===== config.mk =====
export PLATFORM = sky130hd
export DESIGN_NAME = cpu_uart_bridge
export DESIGN_NICKNAME = d
export VERILOG_FILES = /design/src/rtl/ubr_pkg.sv /design/src/rtl/ubr_addr_decode.sv /design/src/rtl/ubr_wait_counter.sv /design/src/rtl/ubr_seq.sv /design/src/rtl/cpu_uart_bridge.sv
export SDC_FILE = /design/constraint.sdc
export NUM_CORES = 1
export LEC_CHECK = 0
export BUFFER_PORTS_ARGS = -buffer_cell sky130_fd_sc_hd__buf_2
export CAP_MARGIN = 10
export CORE_AREA = 4 4 64 66
export CTS_CLUSTER_SIZE = 24
export DETAILED_ROUTE_END_ITERATION = 8
export DIE_AREA = 0 0 68 70
export PLACE_DENSITY_LB_ADDON = 0.1
export SYNTH_ARGS = -nofsm -noshare
export SYNTH_HDL_FRONTEND = slang
export SYNTH_HIERARCHICAL = 1
export SYNTH_SLANG_ARGS = --single-unit

===== constraint.sdc =====
create_clock -name clk -period 2.1 [get_ports clk]
set_input_delay 0.42 -clock clk [delete_from_list [all_inputs] [get_ports clk]]
set_output_delay 0.42 -clock clk [all_outputs]
set_load 0.1 [all_outputs]

===== src/rtl/ubr_pkg.sv =====
package ubr_pkg;

  typedef enum logic [2:0] {
    UBR_IDLE   = 3'd0,
    UBR_SETUP  = 3'd1,
    UBR_STROBE = 3'd2,
    UBR_HOLD   = 3'd3,
    UBR_DONE   = 3'd4
  } ubr_state_t;

  // Processor cycles needed to cover the peripheral's minimum strobe width.
  function automatic int unsigned ubr_wait_cycles(input int unsigned per_clk_ps,
                                                  input int unsigned per_clks,
                                                  input int unsigned cpu_clk_ps);
    int unsigned span;
    span = per_clk_ps * per_clks;
    return (span + cpu_clk_ps - 1) / cpu_clk_ps;
  endfunction

  // Counter width able to hold values up to n-1 (at least one bit).
  function automatic int unsigned ubr_cnt_width(input int unsigned n);
    return (n > 1) ? $clog2(n) : 1;
  endfunction

endpackage


===== src/rtl/ubr_addr_decode.sv =====
module ubr_addr_decode #(
  parameter int ADDR_W = 16,
  parameter int SEL_W = 3,
  parameter logic [ADDR_W-1:0] BASE_ADDR = 16'h8000
) (
  input  logic [ADDR_W-1:0] cpu_addr,
  output logic              hit
);
  localparam int TAG_W = ADDR_W - SEL_W;

  generate
    if (TAG_W > 0) begin : g_tag
      logic [TAG_W-1:0] tag_in;
      logic [TAG_W-1:0] tag_base;
      assign tag_in   = cpu_addr[ADDR_W-1:SEL_W];
      assign tag_base = BASE_ADDR[ADDR_W-1:SEL_W];
      assign hit      = (tag_in == tag_base);
    end else begin : g_all
      assign hit = 1'b1;
    end
  endgenerate
endmodule


===== src/rtl/ubr_wait_counter.sv =====
module ubr_wait_counter #(
  parameter int CNT_W = 7
) (
  input  logic             clk,
  input  logic             rst,
  input  logic             load,
  input  logic [CNT_W-1:0] load_val,
  input  logic             en,
  output logic             zero
);
  logic [CNT_W-1:0] cnt;

  always_ff @(posedge clk) begin
    if (rst) begin
      cnt <= '0;
    end else if (load) begin
      cnt <= load_val;
    end else if (en && cnt != '0) begin
      cnt <= cnt - 1'b1;
    end
  end

  assign zero = (cnt == '0);
endmodule


===== src/rtl/ubr_seq.sv =====
module ubr_seq
  import ubr_pkg::*;
#(
  parameter int SEL_W = 3,
  parameter int DATA_W = 8,
  parameter int CNT_W = 7,
  parameter int unsigned WAIT_CYCLES = 109
) (
  input  logic              clk,
  input  logic              rst,
  input  logic              req,
  input  logic              strb_on,
  input  logic              cnt_zero,
  input  logic [SEL_W-1:0]  sel_in,
  input  logic              rw_in,
  input  logic [DATA_W-1:0] wdata_in,
  output ubr_state_t        state,
  output logic              cnt_load,
  output logic [CNT_W-1:0]  cnt_val,
  output logic [SEL_W-1:0]  sel_q,
  output logic              rw_q,
  output logic [DATA_W-1:0] wdata_q
);
  always_ff @(posedge clk) begin
    if (rst) begin
      state   <= UBR_IDLE;
      sel_q   <= '0;
      rw_q    <= 1'b1;
      wdata_q <= '0;
    end else begin
      case (state)
        UBR_IDLE: begin
          if (req) begin
            state   <= UBR_SETUP;
            sel_q   <= sel_in;
            rw_q    <= rw_in;
            wdata_q <= wdata_in;
          end
        end
        UBR_SETUP:  state <= UBR_STROBE;
        UBR_STROBE: if (cnt_zero) state <= UBR_HOLD;
        UBR_HOLD:   state <= strb_on ? UBR_DONE : UBR_IDLE;
        UBR_DONE:   if (!strb_on) state <= UBR_IDLE;
        default:    state <= UBR_IDLE;
      endcase
    end
  end

  assign cnt_load = (state == UBR_SETUP);
  assign cnt_val  = CNT_W'(WAIT_CYCLES - 1);
endmodule


===== src/rtl/cpu_uart_bridge.sv =====
module cpu_uart_bridge
  import ubr_pkg::*;
#(
  parameter int ADDR_W = 16,
  parameter int DATA_W = 8,
  parameter int SEL_W = 3,
  parameter logic [ADDR_W-1:0] BASE_ADDR = 16'h8000,
  parameter int unsigned CPU_CLK_PS = 10000,
  parameter int unsigned PER_CLK_PS = 542535,
  parameter int unsigned PER_CLKS = 2
) (
  input  logic              clk,
  input  logic              rst,
  input  logic [ADDR_W-1:0] cpu_addr,
  input  logic              cpu_rw,
  input  logic              cpu_strb_n,
  input  logic [DATA_W-1:0] cpu_wdata,
  output logic [DATA_W-1:0] cpu_rdata,
  output logic              cpu_rdata_oe,
  output logic              cpu_rdy,
  output logic [SEL_W-1:0]  per_sel,
  output logic              per_cs_n,
  output logic              per_rd_n,
  output logic              per_wr_n,
  output logic [DATA_W-1:0] per_wdata,
  output logic              per_wdata_oe,
  input  logic [DATA_W-1:0] per_rdata
);
  localparam int unsigned WAIT_CYCLES = ubr_wait_cycles(PER_CLK_PS, PER_CLKS, CPU_CLK_PS);
  localparam int CNT_W = int'(ubr_cnt_width(WAIT_CYCLES));

  // Named internal events, visible to the bound checker.
  logic        addr_hit;
  logic        access_req;
  logic        seq_idle;
  logic        in_setup;
  logic        in_strobe;
  logic        in_hold;
  logic        cnt_zero;
  logic        cnt_load;
  logic [CNT_W-1:0] cnt_val;
  ubr_state_t  state;
  logic        rw_q;

  ubr_addr_decode #(
    .ADDR_W(ADDR_W), .SEL_W(SEL_W), .BASE_ADDR(BASE_ADDR)
  ) dec_i (
    .cpu_addr(cpu_addr),
    .hit     (addr_hit)
  );

  assign access_req = !cpu_strb_n && addr_hit;

  ubr_seq #(
    .SEL_W(SEL_W), .DATA_W(DATA_W), .CNT_W(CNT_W), .WAIT_CYCLES(WAIT_CYCLES)
  ) seq_i (
    .clk     (clk),
    .rst     (rst),
    .req     (access_req),
    .strb_on (!cpu_strb_n),
    .cnt_zero(cnt_zero),
    .sel_in  (cpu_addr[SEL_W-1:0]),
    .rw_in   (cpu_rw),
    .wdata_in(cpu_wdata),
    .state   (state),
    .cnt_load(cnt_load),
    .cnt_val (cnt_val),
    .sel_q   (per_sel),
    .rw_q    (rw_q),
    .wdata_q (per_wdata)
  );

  ubr_wait_counter #(.CNT_W(CNT_W)) cnt_i (
    .clk     (clk),
    .rst     (rst),
    .load    (cnt_load),
    .load_val(cnt_val),
    .en      (in_strobe),
    .zero    (cnt_zero)
  );

  assign seq_idle  = (state == UBR_IDLE);
  assign in_setup  = (state == UBR_SETUP);
  assign in_strobe = (state == UBR_STROBE);
  assign in_hold   = (state == UBR_HOLD);

  assign per_cs_n = !(in_setup || in_strobe || in_hold);
  assign per_rd_n = !(in_strobe && rw_q);
  assign per_wr_n = !(in_strobe && !rw_q);

  assign per_wdata_oe = !rw_q && !per_cs_n;
  assign cpu_rdata_oe = in_strobe && rw_q;
  assign cpu_rdata    = cpu_rdata_oe ? per_rdata : '0;

  // Ready drops on the very first cycle of an in-range access and rises on the last strobe cycle.
  assign cpu_rdy = rst || !((seq_idle && access_req) || in_setup || (in_strobe && !cnt_zero));
endmodule


# Word-level counts from Yosys, hierarchy flattened
# Cells that the tools add are included.
[word_totals]
out_inout_bits = 25
register_bits = 22
elab_cells = 49
in_bits = 36
[op_classes]
n_mux = 8
reduce_logical = 26
n_eq_ne = 8
n_addsub = 1
[ops]
columns = ["operator", "n"]
rows = [
  ["$pmux W3 S5", 1],
  ["$mux W7", 2],
  ["$eq A13 B13 Y1 const B", 1],
  ["$mux W3", 4],
  ["$mux W8", 1],
  ["$logic_and A1 B1 Y1", 7],
  ["$logic_not A1 Y1", 7],
  ["$logic_not A7 Y1", 1],
  ["$reduce_bool A7 Y1", 1],
  ["$sub A7 B1 Y7 const B", 1],
  ["$eq A3 B2 Y1 const B", 2],
  ["$ne A2 B2 Y1 const B", 3],
  ["$logic_or A1 B1 Y1", 5],
  ["$eq A3 B1 Y1 const B", 1],
  ["$eq A3 B3 Y1 const B", 1],
  ["$logic_not A3 Y1", 1],
  ["$reduce_and A3 Y1", 1],
  ["$reduce_and A2 Y1", 1],
  ["$reduce_bool A2 Y1", 1],
  ["$reduce_or A2 Y1", 1],
]

# Longest topological paths before layout
# Gate-level depths: netlist of run 1.
[logic_depth]
ltp_word = 7
depth_mapped = 7
mapped_depth_nobuf = 7

# By module
# Netlist of run 1, hierarchy kept.
[modules_own_cells]
columns = ["module", "area_each_um2", "n_inst", "cells_each", "seq_area_each_um2"]
rows = [
  ["ubr_seq", 668.1, 1, 80, 300.3],
  ["ubr_wait_counter", 419.2, 1, 48, 140.1],
  ["cpu_uart_bridge", 128.9, 1, 21, 0.0],
  ["ubr_addr_decode", 32.5, 1, 5, 0.0],
]

# Least setup slack after synthesis of run 1
# No wires, ideal clock.
[synth_path]
kind = "flip-flop to output port"
start = "register seq_i.state[0]"
end = "output port per_wdata_oe"
arrival_ns = 2.780
stages_incl_launch_ff = 3
path_slack_ns = -1.100
n_path_buf = 0
required_ns = 1.680
cell_sequence = "dfxtp_1 o21bai_1 nor2_1"
[synth_via]
elab_chain_cells = 4
word_cells_on_any_way = 6
classes_between = "eq/ne: 3; reduce/logical: 3"
[synth_rtl]
columns = ["item", "line", "rtl"]
rows = [
  ["start, declared", "ubr_seq.sv:17", "output ubr_state_t state,"],
  ["start signal, assigned", "ubr_seq.sv:42", "UBR_HOLD: state <= strb_on ? UBR_DONE : UBR_IDLE;"],
  ["$eq A3 B1 Y1 / $eq A3 B2 Y1 (equally long branches)", "cpu_uart_bridge.sv:83, cpu_uart_bridge.sv:84", ""],
  ["$logic_or A1 B1 Y1", "cpu_uart_bridge.sv:87", "assign per_cs_n = !(in_setup || in_strobe || in_hold);"],
  ["$logic_or A1 B1 Y1 (*)", "cpu_uart_bridge.sv:87", ""],
  ["$logic_and A1 B1 Y1 (*)", "cpu_uart_bridge.sv:91", "assign per_wdata_oe = !rw_q && !per_cs_n;"],
  ["end, declared", "cpu_uart_bridge.sv:26", "output logic per_wdata_oe,"],
]
# Mark *: on every way between the ends. The rest lies on a longest branch, timed or not.

# Worst setup path after layout of run 1
[layout_path]
start = "register cnt_i.cnt[1]"
end = "output port cpu_rdy"
[layout_via]
elab_chain_cells = 6
[layout_rtl]
columns = ["item", "line", "rtl"]
rows = [
  ["start, declared", "ubr_wait_counter.sv:11", "logic [CNT_W-1:0] cnt;"],
  ["start signal, assigned", "ubr_wait_counter.sv:17", "cnt <= load_val;"],
  ["start signal, assigned", "ubr_wait_counter.sv:19", "cnt <= cnt - 1'b1;"],
  ["$logic_not A7 Y1", "ubr_wait_counter.sv:23", "assign zero = (cnt == '0);"],
  ["via cnt_zero", "cpu_uart_bridge.sv:39", "logic cnt_zero;"],
  ["$logic_not A1 Y1", "cpu_uart_bridge.sv:96", "assign cpu_rdy = rst || !((seq_idle && access_req) || in_setup || (in_strobe && !cnt_zero));"],
  ["$logic_and A1 B1 Y1", "cpu_uart_bridge.sv:96", ""],
  ["$logic_or A1 B1 Y1", "cpu_uart_bridge.sv:96", ""],
  ["$logic_not A1 Y1", "cpu_uart_bridge.sv:96", ""],
  ["$logic_or A1 B1 Y1", "cpu_uart_bridge.sv:96", ""],
  ["end, declared", "cpu_uart_bridge.sv:20", "output logic cpu_rdy,"],
]
# The timed path passes the listed nets, and every way through them passes these cells.

==> results of run 1 <==
timing repair:
action / CTS / global route
pin swaps: 4 / 2
endpoints found under the setup margin: 1 / 1
resized for setup: 10 / 0
gates cloned: 0 / 0
setup buffers: 1 / 0
per-stage QoR:
| stage | instances | setup TNS [ps] |
|---|---|---|
| final | 268 | -311 |
| after global routing | 268 | -389 |
| after CTS | 268 | -385 |
| after detailed placement | 263 | -617 |
| after global placement | 263 | -126 |
| after floorplan | 159 | -184 |
worst max-delay path, stage by stage, from the launching register on:
cell	delay (ps)
dfxtp_2	360
inv_2	50
ha_4	150
nor4b_4	120
and2_4	140
or3b_1	350
a211o_2	330
buf_12	170
area by class of cell:
| type | count | area, µm² | share of cell area (%) |
|---|---|---|---|
| Clock buffer | 3 | 22.5 | 1.20 |
| Clock inverter | 1 | 30.0 | 1.60 |
| Timing Repair Buffer | 72 | 571 | 30.4 |
| Sequential cell | 22 | 443 | 23.6 |
| Inverter | 6 | 22.5 | 1.20 |
| Multi-Input combinational cell | 116 | 727 | 38.8 |
| Tap cell | 48 | 60.1 | 3.20 |
worst max-delay path by stage:
stage / start / end
after floorplan: seq_i/state[2] / per_wdata_oe
after global placement: cpu_addr[12] / cpu_rdy
after detailed placement: cpu_addr[12] / cpu_rdy
after CTS: cnt_i/cnt[1] / cpu_rdy
after global routing: cnt_i/cnt[1] / cpu_rdy
final: cnt_i/cnt[1] / cpu_rdy
layout by cell type, fill, tap and decap left out, drive strengths merged, types with 2 or more instances in the layout:
| cell | count |
|---|---|
| buf | 72 |
| nand2 | 26 |
| dfxtp | 22 |
| a21oi | 15 |
| nor2 | 10 |
| and3 | 8 |
| conb | 7 |
| inv | 6 |
| nor4 | 5 |
| nand2b | 4 |
| nor3b | 3 |
| clkbuf | 3 |
| o31ai | 2 |
| o21a | 2 |
| nand3b | 2 |
| nor3 | 2 |
| mux2i | 2 |
| xnor2 | 2 |
| and2 | 2 |
| o21bai | 2 |
| or3b | 2 |
| nor4b | 2 |
| a311oi | 2 |
| or4 | 2 |
cells by family after synthesis:
family / count (synthesis) / share of synthesized area (%)
AOI/OAI and AO/OA: 29 / 15.3
xor gates and xnor gates: 2 / 1.40
adders and majority gates: 1 / 1.00
buffers and inverters: 21 / 9.92
DFF: 22 / 35.3
muxes: 2 / 1.60
other: 2 / 0.601
and+or+nand+nor: 75 / 34.9
metal layers:
metal / wire [µm] / global-route usage [%] / vias up
li1: - / - / 657
met1: 1310 / 13.9 / 562
met2: 1480 / 23.3 / 54
met3: 292 / 2.25 / 4
met4: 62 / 7.06 / 0
met5: 0 / 0 / -
sequential cells by signal, summed over array words and instances (netlist names):
register	flops
cnt_i/cnt	7
seq_i/wdata_q	8
seq_i/sel_q	3
seq_i/rw_q	1
seq_i/state	3
where the power goes:
group	total (W)	internal, W	switching (W)	leakage (nW)
Sequential	0.000417	0.000417	0.0000000375	0.178
Clock	0.000326	0.000193	0.000132	0.0279
Combinational	0.0000460	0.0000273	0.0000187	0.610
Total	0.000789	0.000638	0.000151	0.816
==> flow_summary.yaml, run 1 <==
synth:
  seq_area_frac_synth_pct: 35.3
  synth.area.top_cells: "dfxtp_1, nand2_1, a21oi_1"
  synth_cell_types: 45
  synth_edf_count: 0
  synthArstFlopShare_pct: 0
  yosysTopAreaCell: "dfxtp_1"
  avgSynthCellArea_um2: 8.11
  synth_most_common_cell: "nand2_1"
  ys_seq_elements: 22
  synth_ff_type: "dfxtp_1"
  synthTopCellsByCount: "nand2_1, dfxtp_1, a21oi_1, nor2_1, and3_1"
  synthesis.instances: 154
  synth_area_mm2: 0.00125
  yosys_warnings: 6
  yosysTopAreaCellShare_pct: 35.3
placement:
  place_ws_ps: -160
  place_area_mm2: 0.00178
  io_buffer_count: 60
  hpwl_mm: 2.48
  gp_congestion: 0.805
timing:
  max_freq_mhz: 415
  fin_crit_sh_pct: 115
  rsz0062_at_grt: "true"
  final.min_clock_period_ps: 2410
  maxSlewViolCount: 0
  hold_slack_ps: 325
  layout_setup_ws_ps: -311
  hold_violations: 0
  setup_viol: 1
  fin_skew_ps: 4.71
cells_and_area:
  fin_util_pct: 52.4
  diodes: 0
  final_nets: 258
  area_delta_synth_final_pct: 50.2
  finalInstanceArea_mm2: 0.00188
  drive_above_1_share_pct: 42.3
  fillerInstances: 329
global_route:
  grt_usage_pct: 13.0
  grt_pass1_vias: 1185
  grt_start_max_net_pins: 24
  overflow: 0
  grt_pass1_wl_mm: 4.84
  antenna_found_initial: 0
route:
  vias_per_cell: 4.76
  drc: 0
  wl_per_cell_um: 11.8
  dr_total_vias: 1277
  drtIter0Drc: 32
  ant_nets: 0
  postRouteWirelength_mm: 3.15
  dr.pass1.iters: 4
min_path:
  worstHoldStart: "cpu_wdata[1]"
  hold_depth: 3
  holdCritPathClass: "in -> reg"
  min_to: "seq_i/wdata_q[1]"
floorplan:
  die_h_um: 70
  core_area_mm2: 0.00358
  dieArea_mm2: 0.00476
  io_pins: 61
  die_w_um: 68
  start_util_pct: 34.9
  rows: 22
run:
  cap_violations: 0
critical_path:
  rr_worst_depth: 6
  crit_type: "reg -> out"
  r2r_end: "cnt_i/cnt[5]"
  reg2reg_from: "seq_i/state[1]"
  startpoint_type: "flop"
  r2r_slack_ps: 190
  worstPathArrival_ps: 1990
  cp-end-kind: "output port"
  crit_path_max_fanout: 2
  crit_required_ps: 1680
power_and_ir_drop:
  peakVddDrop_mv: 0.207
  p_leak_nw: 0.816
  p_per_area_mw_per_mm2: 421
  total_power_w: 0.000789
clocking:
  cts_buffers: 3
  path_clk_slew_ps: 120
  cts_root_buf: "clkbuf_4"
  hold_buffers: 0
  htreeDepth: 1
  clock-sinks: 22
  cts_tree: "built"
  worstSkewPairLatency_ps: 310
  cts_max_path_buffers: 2
run_status:
  status: "complete, but fails checks"
  violations: "setup timing"
No activity file was read; power rests on OpenSTA's default activity.
==> run 2, diff against run 1 <==
--- a/config.mk
+++ b/config.mk
@@ -12,6 +12,7 @@
 export DETAILED_ROUTE_END_ITERATION = 8
 export DIE_AREA = 0 0 68 70
 export PLACE_DENSITY_LB_ADDON = 0.1
+export SETUP_SLACK_MARGIN = 0.1
 export SYNTH_ARGS = -nofsm -noshare
 export SYNTH_HDL_FRONTEND = slang
 export SYNTH_HIERARCHICAL = 1
==> flow_summary.yaml, run 2 (synthesis results as in run 1) <==
global_route:
  grt_pass1_vias: 1270
  met2_usage_pct: 24.7
  grt_start_max_net_pins: 24
  gr-max-usage-layer: "met2"
  overflow: 0
  antenna_found_initial: 0
  grt_util_met3_pct: 4.82
  grt_usage_pct: 13.7
  grt_pass1_wl_mm: 5.25
  use_met1_pct: 14.6
clocking:
  hold_buffers: 0
  path_clk_slew_ps: 120
  cts_buffers: 3
  cts_max_path_buffers: 2
  htreeDepth: 1
  cts_root_buf: "clkbuf_4"
  clock-sinks: 22
  worstSkewPairLatency_ps: 300
  cts_tree: "built"
placement:
  placed_cells: 266
  place_area_mm2: 0.00180
  gp_congestion: 0.834
  hpwl_mm: 2.57
  io_buffer_count: 60
timing:
  maxSlewViolCount: 0
  setup_viol: 1
  fin_skew_ps: 11.3
  hold_violations: 0
  layout_setup_ws_ps: -315
  final.min_clock_period_ps: 2420
  rsz0062_at_grt: "true"
  max_freq_mhz: 414
  fin_crit_sh_pct: 115
route:
  ant_nets: 0
  postRouteWirelength_mm: 3.22
  dr_total_vias: 1302
  vias_per_cell: 4.77
  drc: 0
  wl_per_cell_um: 11.8
  dr.pass1.iters: 4
  drtIter0Drc: 42
floorplan:
  io_pins: 61
  dieArea_mm2: 0.00476
  die_w_um: 68
  core_area_mm2: 0.00358
  start_util_pct: 34.9
  die_h_um: 70
  rows: 22
min_path:
  hold_depth: 3
  worstHoldStart: "cpu_wdata[5]"
  min_to: "seq_i/wdata_q[5]"
  holdCritPathClass: "in -> reg"
power_and_ir_drop:
  p_leak_nw: 0.832
  peakVddDrop_mv: 0.156
  sw_frac_of_total_pct: 21.0
  total_power_w: 0.000645
  combPwrFrac_pct: 7.2
  p_sw_w: 0.000135
  power_frac_seq_pct: 64.5
  clkPwrFrac_pct: 28.3
  intPower_w: 0.000510
  p_per_area_mw_per_mm2: 335
critical_path:
  crit_required_ps: 1680
  worstPathArrival_ps: 2000
  crit_type: "reg -> out"
  reg2reg_from: "seq_i/state[1]"
  startpoint_type: "flop"
  r2r_slack_ps: 260
  rr_worst_depth: 6
  crit_path_max_fanout: 2
  cp-end-kind: "output port"
  r2r_end: "cnt_i/cnt[5]"
  worstSetupStartpoint: "cnt_i/cnt[1]"
cells_and_area:
  fin_util_pct: 53.8
  diodes: 0
  area_delta_synth_final_pct: 54.2
  final_nets: 264
  final_common_cell: "buf_2"
  reg.largest.list: "seq_i/wdata_q x8, cnt_i/cnt x7"
  largest_register: "seq_i/wdata_q"
  finalInstanceArea_mm2: 0.00193
  drive_above_1_share_pct: 46.7
  fillerInstances: 349
  mostFrequentLayoutCells: "buf_2, nand2_1, dfxtp_1, buf_4, a21oi_1"
  largest_reg_flops: 8
  stdcell_count: 273
run:
  cap_violations: 0
run_status:
  status: "complete, but fails checks"
  violations: "setup timing"
==> run 2: cell count changes in the layout (fill, tap and decap cells not counted), moves of 2 or more <==
cell	previous run	this run
dfxtp_1	20	18
clkbuf_4	3	5
buf_4	12	17
inv_1	5	3
==> run 2: worst max path at each step <==
stage / end / depth (start not counted)
floorplan: cpu_rdy / 6
global placement: cpu_rdy / 7
detailed placement: cpu_rdy / 7
CTS: cpu_rdy / 7
global route: cpu_rdy / 7
finish: cpu_rdy / 7
==> run 2: layout make-up <==
class | count | area (µm²) | share of cell area (%)
clock buffers | 3 | 22.5 | 1.17
inverters | 6 | 26.3 | 1.36
repair buffers | 78 | 609 | 31.6
multi-input cells | 116 | 759 | 39.4
well taps | 48 | 60.1 | 3.12
flip-flops and latches | 22 | 448 | 23.3
==> run 2: worst max-delay path, stage by stage, from the launching register on <==
cell	delay, ps
dfxtp_2	350
inv_2	50
ha_4	150
nor4b_4	120
and2_4	140
or3b_4	370
a211o_4	350
buf_12	170
==> run 2: power by group through the flow <==
stage,logic (W),clock network [W],registers [W]
global route,0.0000520,0.000216,0.000416
finish,0.0000465,0.000183,0.000416
global placement,0.0000455,0,0.000427
CTS,0.0000471,0.000194,0.000416
floorplan,0.0000201,0,0.000427
detailed placement,0.0000471,0,0.000427
==> run 2: per-stage QoR <==
stage / TNS (ps) / hold slack [ps] / setup slack, ps
final: -315 / 342 / -315
after global routing: -377 / 327 / -377
after CTS: -328 / 338 / -328
after detailed placement: -730 / 444 / -173
after global placement: -131 / 439 / -131
after floorplan: 0 / 455 / 30.3
==> run 2: timing repair <==
action,4_1_cts,5_1_grt
cloned,0,0
setup endpoints to repair,12,12
buffers inserted,2,2
resized for setup,16,6
pin swaps,5,2
==> run 2: layer usage <==
| metal | wire length [µm] | share of wire (%) |
|---|---|---|
| met5 | 0 | 0 |
| met4 | 26 | 0.81 |
| met3 | 273 | 8.5 |
| met2 | 1650 | 51 |
| met1 | 1270 | 39 |
